==> src/rtl/dir_ptr_ctrl.sv <==
module dir_ptr_ctrl #(
  parameter int NODE_W = 4,
  parameter int NPTR   = 4
) (
  input  logic                        clk,
  input  logic                        rst_n,
  input  logic                        req_valid,
  input  logic [1:0]                  req_kind,
  input  logic [NODE_W-1:0]           req_node,
  input  logic                        ack_valid,
  input  logic                        sw_clear,
  output logic                        req_ready,
  output logic                        grant_valid,
  output logic                        grant_excl,
  output logic [NODE_W-1:0]           grant_node,
  output logic                        inv_valid,
  output logic [NODE_W-1:0]           inv_node,
  output logic                        trap,
  output logic                        ovf_flag,
  output logic [1:0]                  dir_state,
  output logic [$clog2(NPTR+1)-1:0]   sharer_cnt
);
  localparam int CW = $clog2(NPTR + 1);
  localparam int IW = (NPTR > 1) ? $clog2(NPTR) : 1;
  localparam logic [1:0] ST_UNC = 2'd0, ST_SHR = 2'd1, ST_EXC = 2'd2, ST_WAIT = 2'd3;
  localparam logic [1:0] K_RD = 2'd0, K_WR = 2'd1, K_EV = 2'd2;

  logic [1:0]        state;
  logic [NODE_W-1:0] ptr [NPTR];
  logic [NPTR-1:0]   vld, hit, others;
  logic [CW-1:0]     pend, pend_nx, cnt;
  logic [NODE_W-1:0] owner_q;
  logic              wr_q, ovf;
  logic [IW-1:0]     free_idx, inv_idx;
  logic              has_free, has_inv, present, accept;

  always_comb begin
    free_idx = '0; inv_idx = '0; has_free = 1'b0; has_inv = 1'b0; cnt = '0;
    for (int i = NPTR - 1; i >= 0; i--) begin
      hit[i] = vld[i] && (ptr[i] == req_node);
      if (!vld[i]) begin free_idx = IW'(i); has_free = 1'b1; end
      if (vld[i])  begin inv_idx  = IW'(i); has_inv  = 1'b1; end
      cnt = cnt + CW'(vld[i]);
    end
  end

  assign present    = |hit;
  assign others     = vld & ~hit;
  assign accept     = req_valid && (state != ST_WAIT);
  assign pend_nx    = pend + CW'(has_inv) - CW'(ack_valid);
  assign req_ready  = (state != ST_WAIT);
  assign inv_valid  = (state == ST_WAIT) && has_inv;
  assign inv_node   = ptr[inv_idx];
  assign ovf_flag   = ovf;
  assign dir_state  = state;
  assign sharer_cnt = cnt;

  always_ff @(posedge clk) begin
    if (!rst_n) begin
      state <= ST_UNC; vld <= '0; ovf <= 1'b0; pend <= '0;
      owner_q <= '0; wr_q <= 1'b0; trap <= 1'b0;
      grant_valid <= 1'b0; grant_excl <= 1'b0; grant_node <= '0;
      for (int i = 0; i < NPTR; i++) ptr[i] <= '0;
    end else begin
      grant_valid <= 1'b0;
      trap <= 1'b0;
      if (sw_clear) begin
        ovf <= 1'b0;
        if (state == ST_SHR && vld == '0 && !accept) state <= ST_UNC;
      end
      if (state == ST_WAIT) begin
        pend <= pend_nx;
        if (has_inv) vld[inv_idx] <= 1'b0;
        if (!has_inv && pend_nx == '0) begin
          vld <= NPTR'(1);
          ptr[0] <= owner_q;
          grant_valid <= 1'b1; grant_excl <= wr_q; grant_node <= owner_q;
          state <= wr_q ? ST_EXC : ST_SHR;
        end
      end else if (accept) begin
        grant_node <= req_node;
        case (req_kind)
          K_RD: begin
            if (state == ST_EXC && !present) begin
              owner_q <= req_node; wr_q <= 1'b0; state <= ST_WAIT;
            end else if (state == ST_EXC) begin
              grant_valid <= 1'b1; grant_excl <= 1'b1;
            end else begin
              grant_valid <= 1'b1; grant_excl <= 1'b0; state <= ST_SHR;
              if (!present && has_free) begin
                vld[free_idx] <= 1'b1; ptr[free_idx] <= req_node;
              end else if (!present) begin
                ovf <= 1'b1; trap <= 1'b1;
              end
            end
          end
          K_WR: begin
            if (ovf) trap <= 1'b1;
            if (others == '0) begin
              vld <= NPTR'(1); ptr[0] <= req_node;
              grant_valid <= 1'b1; grant_excl <= 1'b1; state <= ST_EXC;
            end else begin
              vld <= others; owner_q <= req_node; wr_q <= 1'b1; state <= ST_WAIT;
            end
          end
          K_EV: begin
            vld <= others;
            if (others == '0) state <= ovf ? ST_SHR : ST_UNC;
          end
          default: ;
        endcase
      end
    end
  end

  assert_excl_single_R7: assert property (@(posedge clk) disable iff (!rst_n)
    state == ST_EXC |-> cnt == CW'(1));
  assert_ack_expected_R7: assert property (@(posedge clk) disable iff (!rst_n)
    ack_valid |-> state == ST_WAIT && pend != '0);
  assert_no_early_grant_R7: assert property (@(posedge clk) disable iff (!rst_n)
    (state == ST_WAIT && pend != '0 && !ack_valid) |=> !grant_valid);
  assert_inv_not_requester_R6: assert property (@(posedge clk) disable iff (!rst_n)
    inv_valid |-> inv_node != owner_q);
  assert_no_dup_R3: assert property (@(posedge clk) disable iff (!rst_n)
    (accept && req_kind == K_RD && present && state != ST_EXC) |=> cnt == $past(cnt));
  assert_ovf_sticky_R5: assert property (@(posedge clk) disable iff (!rst_n)
    (ovf && !sw_clear) |=> ovf);
  assert_trap_on_write_R8: assert property (@(posedge clk) disable iff (!rst_n)
    (accept && req_kind == K_WR && ovf) |=> trap);
  assert_full_trap_R4: assert property (@(posedge clk) disable iff (!rst_n)
    (accept && req_kind == K_RD && !present && !has_free && state != ST_EXC) |=> trap && ovf);
endmodule

==> config.mk <==
export PLATFORM = sky130hd
export DESIGN_NAME = dir_ptr_ctrl
export DESIGN_NICKNAME = d
export VERILOG_FILES = /design/src/rtl/dir_ptr_ctrl.sv
export SDC_FILE = /design/constraint.sdc
export NUM_CORES = 1
export LEC_CHECK = 0
export ABC_CLOCK_PERIOD_IN_PS = 4000
export CAP_MARGIN = 20
export CORE_MARGIN = 2
export CORE_UTILIZATION = 64
export DETAILED_ROUTE_END_ITERATION = 16
export DONT_BUFFER_PORTS = 1
export HOLD_SLACK_MARGIN = 0.02
export PLACE_DENSITY = 0.82
export SLEW_MARGIN = 20
export SYNTH_ARGS = -nofsm -noshare
export SYNTH_HDL_FRONTEND = slang
export SYNTH_SLANG_ARGS = --single-unit
==> constraint.sdc <==
create_clock -name clk -period 4 [get_ports clk]
set_clock_uncertainty 0.05 [all_clocks]
set_input_delay 0.2 -clock clk [delete_from_list [all_inputs] [get_ports clk]]
set_output_delay 0.2 -clock clk [all_outputs]
set_load 0.1 [all_outputs]
==> results of run 1 <==
-- flip-flops by register name, summed over array words and instances (netlist names) --
name,cells
grant_node,4
grant_valid,1
owner_q,4
grant_excl,1
ovf_flag,1
vld,4
trap,1
wr_q,1
pend,3
dir_state,2
ptr,16
-- power by group --
group	total, W	internal [W]	switching (W)
Combinational	0.000274	0.0000782	0.000196
Clock	0.000331	0.000185	0.000146
Sequential	0.000468	0.000423	0.0000458
-- through the flow --
stage	worst slack, ns	cell area, µm²	std cells	util, %	power [W]
after floorplan	0.292	2710	298	-	0.000702
after global placement	0.595	2750	339	68.2	0.000736
after detailed placement	0.411	2750	339	68.2	0.000741
after CTS	0.389	2910	352	72.3	0.00107
after global routing	0.135	2910	352	72.3	0.00111
final	0.406	2910	352	72.3	0.00107
-- final timing paths --
path                              from                      end  slack (ns)  depth (start not counted)
setup / recovery   vld[3]$_SDFFE_PN0P_  ptr[0][1]$_SDFFCE_PN0P_        0.41                         12
hold / removal                   rst_n          trap$_SDFF_PP0_        0.02                          2
setup reg to reg   vld[3]$_SDFFE_PN0P_  ptr[0][1]$_SDFFCE_PN0P_        0.41                         12
hold reg to reg   pend[0]$_SDFFE_PN0P_     pend[0]$_SDFFE_PN0P_        0.43                          2
-- cell usage after synthesis, drive strengths merged (3+ instances only) --
master,instances
o22ai,3
a311oi,5
nand2,41
clkbuf,7
nand4,4
dfxtp,22
mux2i,6
nor4,6
nand3b,3
inv,14
edfxtp,16
nor2,21
nor2b,6
o21ai,19
buf,10
a21oi,23
xor2,16
ha,10
or3,3
a22oi,10
nand3,3
nor3,6
and2,3
o41ai,3
-- layout make-up --
| cell class | count | area (µm²) | area share, % |
|---|---|---|---|
| clock buffer | 5 | 68.8 | 2.36 |
| multi-input combinational | 228 | 1650 | 56.6 |
| inverter | 15 | 56.3 | 1.93 |
| tap | 50 | 62.6 | 2.15 |
| timing repair buffer | 13 | 110 | 3.78 |
| clock inverter | 3 | 45.0 | 1.55 |
| sequential | 38 | 921 | 31.6 |
-- per-layer routing --
metal,vias up,GRT usage [%],wire length (µm)
li1,1100,-,-
met1,1092,38.8,2750
met2,165,47.1,3220
met3,35,8.63,762
met4,0,14.2,318
met5,-,0,0
-- logic make-up after synthesis --
logic type                 after synthesis  share of synthesized area [%]
xor gates and xnor gates                18                           7.49
DFF                                     38                           34.0
adders and majority gates               12                           6.11
muxes                                    6                           2.22
buffers and inverters                   32                           5.69
and+or+nand+nor                        105                           21.3
AOI/OAI and AO/OA                       87                           23.2
==> impl_metrics.yaml, run 1 <==
run_status:
  status: "finished clean"
synth:
  ys_ff_latch: 38
  synth-seq-area-share_pct: 34.0
  synth-edff-count: 16
  synthFlopType: "dfxtp_1"
  syn_area_mm2: 0.00271
  synth_cell_type_count: 66
  synthCells: 298
  yosysWarnings: 0
  syn-num-nets: 321
  synth-async-reset-ratio_pct: 0
  avgSynthCellArea_um2: 9.08
  synthTopCellsByArea: "edfxtp_1 (18%), dfxtp_1 (16%), nand2_1 (5.6%), ha_1 (4.6%), xor2_1 (3.9%)"
  synth_top_area_share_pct: 17.8
  synth_top_area_cell: "edfxtp_1"
worst_setup_path:
  crit_path_end_kind: "flip-flop"
  cp_slowest_cell: "dfxtp_1"
  cp_top_family: "simple AND/OR/NAND/NOR gates"
  cpPeakStageDelay_ns: 0.40
  arrival_ns: 3.49
  path_cells: "nor4_1 -> ha_1 -> inv_1 -> ha_1 -> inv_1 -> fa_1 -> xor3_1 -> nor3b_1 -> nand3_2 -> nor2_4 -> nor2_1 -> o221ai_1"
  cp_max_fo: 9
  cp-start-kind: "flip-flop"
  critPathKind: "reg -> reg"
  path_buf_inv: 2
  required_ns: 3.90
die:
  std_cell_rows: 23
  die_h_um: 69.0
  core_mm2: 0.00403
  start_util_pct: 67.1
  dieArea_mm2: 0.00476
  die_x_um: 69.0
  io_pins: 30
place:
  gp_congestion: 0.974
  io_buffers: 0
  dpl.hpwl_um: 5170
grt:
  grt_pass1_vias: 2343
  antenna_found_initial: 0
  grt_max_degree: 21
  grt_pass1_wl_um: 11500
  grt.total_usage_pct: 30.2
  grt_overflow: 0
drt:
  wl_per_cell_um: 20.0
  via_per_inst: 6.80
  drt_iter0_markers: 296
  final_antenna_net_count: 0
  drt_pass1_iterations: 7
  wl_um: 7050
  drc: 0
  vias: 2392
pwr:
  vdd_ir_drop_max_v: 0.000268
  power_density_mw_per_mm2: 369
  power.leakage_nw: 1.10
cells_and_area:
  final_cell_mix: "nand2_1 (40), dfxtp_1 (22), nor2_1 (19), a21oi_1 (19), edfxtp_1 (16)"
  final_common_cell: "nand2_1"
  layout.nets: 324
  n_antenna_cell: 0
  n_fill_cell: 305
  post_route_cells_drive_above_1_share_pct: 15.9
  area_growth_pct: 7.63
clocking:
  h-tree-depth: 2
  post_cts_buffers: 0
  clockRootBuffer: "clkbuf_8"
  cts_tree: "built"
  cts_resized: 0
  ctsHoldBuffers: 5
  clk_pin_slew_ns: 0.08
  cts_buffer_depth: 2
  insertion_delay_ns: 0.30
  cts_buffers: 5
  clock_sinks: 38
sta:
  fin_tns_setup_ns: 0
  tightest_slew_ns: 1.09
  period_share_pct: 89.8
  rsz0062_at_grt: "false"
  slew-limit-headroom_pct: 27.0
  fmax_ghz: 0.278
  fin_crit_ns: 3.59
  setup_violations: 0
  holdWs_ns: 0.0224
  hold_violations: 0
  slew_viol_final: 0
flow_run:
  cap_violations: 0
hold_path:
  hp-class: "in -> reg"
Note: power is estimated with default switching activity, not from simulation.
==> run 2, diff against run 1 <==
--- a/config.mk
+++ b/config.mk
@@ -8,11 +8,11 @@
 export ABC_CLOCK_PERIOD_IN_PS = 4000
 export CAP_MARGIN = 20
 export CORE_MARGIN = 2
-export CORE_UTILIZATION = 64
+export CORE_UTILIZATION = 50
 export DETAILED_ROUTE_END_ITERATION = 16
 export DONT_BUFFER_PORTS = 1
 export HOLD_SLACK_MARGIN = 0.02
-export PLACE_DENSITY = 0.82
+export PLACE_DENSITY_LB_ADDON = 0.25
 export SLEW_MARGIN = 20
 export SYNTH_ARGS = -nofsm -noshare
 export SYNTH_HDL_FRONTEND = slang
==> constraint.sdc (replaced) <==
create_clock -name clk -period 4 [get_ports clk]
set_clock_uncertainty 0.05 [all_clocks]
set_input_delay 0.6 -clock clk [delete_from_list [all_inputs] [get_ports clk]]
set_output_delay 0.6 -clock clk [all_outputs]
set_load 0.1 [all_outputs]
==> run 2 against run 1 <==
Design area stayed put. Global-route usage shrank 6.4 points. Worst hold slack improved by 0.37 ns. Register-to-register slack improved by 0.03 ns. Cell count grew 6.3%.
==> impl_metrics.yaml, run 2 (same netlist as run 1, synthesis figures left out) <==
grt:
  grt_max_degree: 28
  grt_pass1_vias: 2161
  grt_overflow: 0
  grt.total_usage_pct: 23.8
  grt_pass1_wl_um: 11200
  antenna_found_initial: 0
sta:
  slew-limit-headroom_pct: 29.3
  tightest_slew_ns: 1.06
  period_share_pct: 89.1
  setup_violations: 0
  hold_violations: 0
  rsz0062_at_grt: "false"
  slew_viol_final: 0
  fmax_ghz: 0.280
  fin_crit_ns: 3.57
  fin_tns_setup_ns: 0
  holdWs_ns: 0.389
worst_setup_path:
  rrSetupSlack_ns: 0.43
  cp-start-kind: "flip-flop"
  startpoint: "vld[3]$_SDFFE_PN0P_"
  arrival_ns: 3.46
  r2r_end: "ptr[0][2]$_SDFFCE_PN0P_"
  required_ns: 3.89
  worstReg2RegStart: "vld[3]$_SDFFE_PN0P_"
  cp_max_fo: 9
  critPathKind: "reg -> reg"
  rr_worst_depth: 12
  crit_path_end_kind: "flip-flop"
place:
  io_buffers: 0
  gp_congestion: 0.911
  dpl.hpwl_um: 5140
clocking:
  clk_pin_slew_ns: 0.08
  insertion_delay_ns: 0.29
  post_cts_buffers: 0
  clock_sinks: 38
  cts_tree: "built"
  h-tree-depth: 2
  cts_buffers: 5
  cts_buffer_depth: 2
  ctsHoldBuffers: 0
  cts_resized: 0
  clockRootBuffer: "clkbuf_8"
die:
  std_cell_rows: 26
  io_pins: 30
  start_util_pct: 52.3
  dieArea_mm2: 0.00601
  die_h_um: 77.6
  core_mm2: 0.00517
  die_x_um: 77.6
pwr:
  clkPwrFrac_pct: 26.0
  switching_share_pct: 37.6
  p_switching_w: 0.000380
  vdd_ir_drop_max_v: 0.000163
  power.leakage_nw: 1.11
  p_int_w: 0.000630
  power_density_mw_per_mm2: 347
  comb_power_share_pct: 27.6
  seqPwrFrac_pct: 46.4
cells_and_area:
  area_growth_pct: 7.63
  final_cell_mix: "nand2_1 (40), dfxtp_1 (22), nor2_1 (19), a21oi_1 (19), edfxtp_1 (16)"
  final_common_cell: "nand2_1"
  largest_reg_flops: 16
  regMostFlops: "ptr"
  layout.nets: 326
  n_antenna_cell: 0
  post_route_cells_drive_above_1_share_pct: 17.8
drt:
  drt_pass1_iterations: 5
  via_per_inst: 6.30
  vias: 2358
  final_antenna_net_count: 0
  wl_per_cell_um: 18.6
  drc: 0
  drt_iter0_markers: 239
  wl_um: 6950
hold_path:
  holdPathStages: 2
  min_to: "owner_q[3]$_SDFFE_PN0P_"
  min_from: "req_node[3]"
  hp-class: "in -> reg"
run_status:
  status: "finished clean"
flow_run:
  cap_violations: 0
## run 2: changes by cell type in the layout (fill, tap and decap cells not counted), sizes merged
cell / delta
buf: +7
bufinv: -1
clkbuf: +1
clkinv: +2
clkinvlp: -2
dlygate4sd3: -5
## run 2: how the worst max path moves through the flow
stage	to	slack, ns	depth (start not counted)
after floorplan	inv_node[2]	0.17	7
after global placement	ptr[0][3]$_SDFFCE_PN0P_	0.56	12
after detailed placement	ptr[0][1]$_SDFFCE_PN0P_	0.48	12
after CTS	ptr[0][1]$_SDFFCE_PN0P_	0.46	12
after global routing	ptr[0][3]$_SDFFCE_PN0P_	0.09	12
final	ptr[0][2]$_SDFFCE_PN0P_	0.43	12
## run 2: layer usage
layer	track usage, %	share of wire (%)
met1	33.0	43
met2	34.9	45
met3	6.51	9.9
met4	10.0	2.5
met5	0	0
## run 2: power by group through the flow
stage | combinational (W) | clock, W | sequential (W)
floorplan | 0.000222 | 0 | 0.000480
global route | 0.000299 | 0.000288 | 0.000471
global placement | 0.000274 | 0 | 0.000477
finish | 0.000279 | 0.000263 | 0.000468
detailed placement | 0.000276 | 0 | 0.000477
CTS | 0.000277 | 0.000270 | 0.000468
## run 2: stage by stage
stage               util (%)  instance area (µm²)  total power [W]  setup slack [ns]  std cells
global placement        54.6                 2830         0.000751             0.559        366
detailed placement      54.6                 2830         0.000753             0.478        366
floorplan                  -                 2710         0.000702             0.170        298
global route            56.3                 2910          0.00106            0.0943        374
CTS                     56.3                 2910          0.00102             0.460        374
finish                  56.3                 2910          0.00101             0.435        374
## run 2: cell type report
cell class / instances / area [µm²]
flip-flops and latches: 38 / 921
multi-input cells: 228 / 1650
fillers: 473 / 2260
clock buffers: 6 / 72.6
well taps: 70 / 87.6
clock inverters: 2 / 13.8
repair buffers: 15 / 113
inverters: 15 / 56.3
## run 2: critical path, stage by stage (launching register included)
cell and delay (ns):
dfxtp_1 0.40, nor4_1 0.37, ha_1 0.30, inv_1 0.05, ha_1 0.12, inv_1 0.05
fa_1 0.41, xor3_1 0.20, nor3b_1 0.37, nand3_2 0.23, nor2_4 0.25, nor2_1 0.08
o221ai_1 0.34
==> run 3, diff against run 2 <==
--- a/config.mk
+++ b/config.mk
@@ -12,7 +12,8 @@
 export DETAILED_ROUTE_END_ITERATION = 16
 export DONT_BUFFER_PORTS = 1
 export HOLD_SLACK_MARGIN = 0.02
-export PLACE_DENSITY_LB_ADDON = 0.25
+export PLACE_DENSITY = 0.73
+export REMOVE_ABC_BUFFERS = 1
 export SLEW_MARGIN = 20
 export SYNTH_ARGS = -nofsm -noshare
 export SYNTH_HDL_FRONTEND = slang
==> run 3 against run 2 <==
Largest cell class unchanged. Critical path type unchanged. Core utilization up 0.99 points. Sequential power about the same. Count of clock-buffer cells in the layout down 1. Sequential share of layout area fell by 0.55 points. Largest power group unchanged. Flip-flop and latch count stayed put. Worst hold slack worse by 0.0084 ns. First-iteration DRC count rose by 34%. Via count is essentially flat. Combinational power about the same. Critical path depth unchanged.
==> impl_metrics.yaml, run 3 (same netlist as run 1, synthesis figures left out) <==
worst_setup_path:
  path_buf_inv: 2
  required_ns: 3.91
  rr_worst_depth: 12
  cp-start-kind: "flip-flop"
  arrival_ns: 3.52
  cp_slowest_cell: "dfxtp_1"
  r2r_end: "ptr[0][0]$_SDFFCE_PN0P_"
  crit_path_end_kind: "flip-flop"
  worstReg2RegStart: "vld[3]$_SDFFE_PN0P_"
  rrSetupSlack_ns: 0.39
  cpPeakStageDelay_ns: 0.41
  cp_max_fo: 9
  path_cells: "nor4_1 -> ha_1 -> inv_1 -> ha_1 -> inv_1 -> fa_1 -> xor3_1 -> nor3b_1 -> nand3_2 -> nor2_4 -> nor2_1 -> o221ai_1"
  cp_top_family: "simple AND/OR/NAND/NOR gates"
  critPathKind: "reg -> reg"
place:
  io_buffers: 0
  gp_congestion: 0.912
  dpl.hpwl_um: 5020
  placed_cell_area_mm2: 0.00283
  dp_cells: 366
  dp_slack_ns: 0.401
sta:
  fmax_ghz: 0.277
  holdWs_ns: 0.381
  period_share_pct: 90.3
  layout_setup_ws_ns: 0.388
  setup_violations: 0
  tightest_slew_ns: 1.03
  hold_violations: 0
  slew_viol_final: 0
  fin_crit_ns: 3.61
  rsz0062_at_grt: "false"
  slew-limit-headroom_pct: 31.3
clocking:
  cts_tree: "built"
  cts_buffers: 5
  cts_resized: 0
  h-tree-depth: 2
  post_cts_buffers: 0
  clk_pin_slew_ns: 0.09
  cts_buffer_depth: 2
  ctsHoldBuffers: 0
  clockRootBuffer: "clkbuf_8"
  clock_sinks: 38
  insertion_delay_ns: 0.30
cells_and_area:
  regMostFlops: "ptr"
  multiInputGateArea_mm2: 0.00165
  regArea_um2: 921
  largest_reg_flops: 16
  area_growth_pct: 9.53
  final_cell_mix: "nand2_1 (40), dfxtp_1 (22), nor2_1 (19), a21oi_1 (19), edfxtp_1 (16)"
  n_antenna_cell: 0
  n_fill_cell: 446
  final_cells: 374
  layout.nets: 326
  final_common_cell: "nand2_1"
  design_area_mm2: 0.00296
  post_route_cells_drive_above_1_share_pct: 18.1
grt:
  grt_max_degree: 28
  grt_pass1_wl_um: 11200
  grt.total_usage_pct: 23.4
  grt_overflow: 0
  grt_pass1_vias: 2234
  antenna_found_initial: 0
drt:
  wl_met3_um: 605
  vias: 2359
  drt_pass1_iterations: 5
  drc: 0
  drt_iter0_markers: 321
  met1_length_um: 2980
  via_per_inst: 6.31
  wl_per_cell_um: 18.3
  final_antenna_net_count: 0
  top_layer: "met4"
  dr_wl_met2_um: 3190
  wl_um: 6850
die:
  core_mm2: 0.00517
  die_x_um: 77.6
  dieArea_mm2: 0.00601
  start_util_pct: 52.3
  std_cell_rows: 26
  io_pins: 30
  die_h_um: 77.6
pwr:
  power.leakage_nw: 1.13
  power_density_mw_per_mm2: 388
  vdd_ir_drop_max_v: 0.000156
flow_run:
  cap_violations: 0
run_status:
  status: "finished clean"
hold_path:
  holdPathStages: 2
  min_to: "owner_q[3]$_SDFFE_PN0P_"
  hp-class: "in -> reg"
  min_from: "req_node[3]"
-- run 3: cell types whose count changed in the layout (fill, tap and decap cells not counted), sizes merged --
cell    change
clkinv      -1
bufinv      +2
clkbuf      -1
-- run 3: report_power, final --
part	total [W]	switching [W]	internal (W)
sequential	0.000467	0.0000442	0.000423
combinational	0.000281	0.000196	0.0000846
clock	0.000402	0.000151	0.000250
-- run 3: layout make-up --
cell class	count	area share [%]
Multi-Input combinational cell	228	55.6
Sequential cell	38	31.1
Timing Repair Buffer	15	3.80
Tap cell	70	2.96
Clock buffer	5	2.32
Clock inverter	3	2.32
Inverter	15	1.90
-- run 3: worst max path at each step --
stage                     slack (ns)                 endpoint                     from  cells past startpoint
after floorplan                -0.13                inv_valid  dir_state[1]$_SDFF_PN0_                      3
after global placement          0.55  ptr[0][2]$_SDFFCE_PN0P_      vld[3]$_SDFFE_PN0P_                     12
after detailed placement        0.40  ptr[0][3]$_SDFFCE_PN0P_      vld[3]$_SDFFE_PN0P_                     12
after CTS                       0.41  ptr[0][0]$_SDFFCE_PN0P_      vld[3]$_SDFFE_PN0P_                     12
after global routing            0.14  ptr[0][0]$_SDFFCE_PN0P_      vld[3]$_SDFFE_PN0P_                     12
final                           0.39  ptr[0][0]$_SDFFCE_PN0P_      vld[3]$_SDFFE_PN0P_                     12
-- run 3: metrics by stage --
step | setup TNS, ns | total power [W] | utilization (%)
floorplan | -0.126 | 0.000687 | -
global placement | 0 | 0.000749 | 54.6
detailed placement | 0 | 0.000752 | 54.6
CTS | 0 | 0.00115 | 57.3
global route | 0 | 0.00119 | 57.3
finish | 0 | 0.00115 | 57.3
-- run 3: per-layer routing --
metal	GRT usage, %	vias to the layer above
met2	38.3	127
met1	31.9	1121
met5	0	-
li1	-	1101
met4	6.07	0
met3	4.65	10
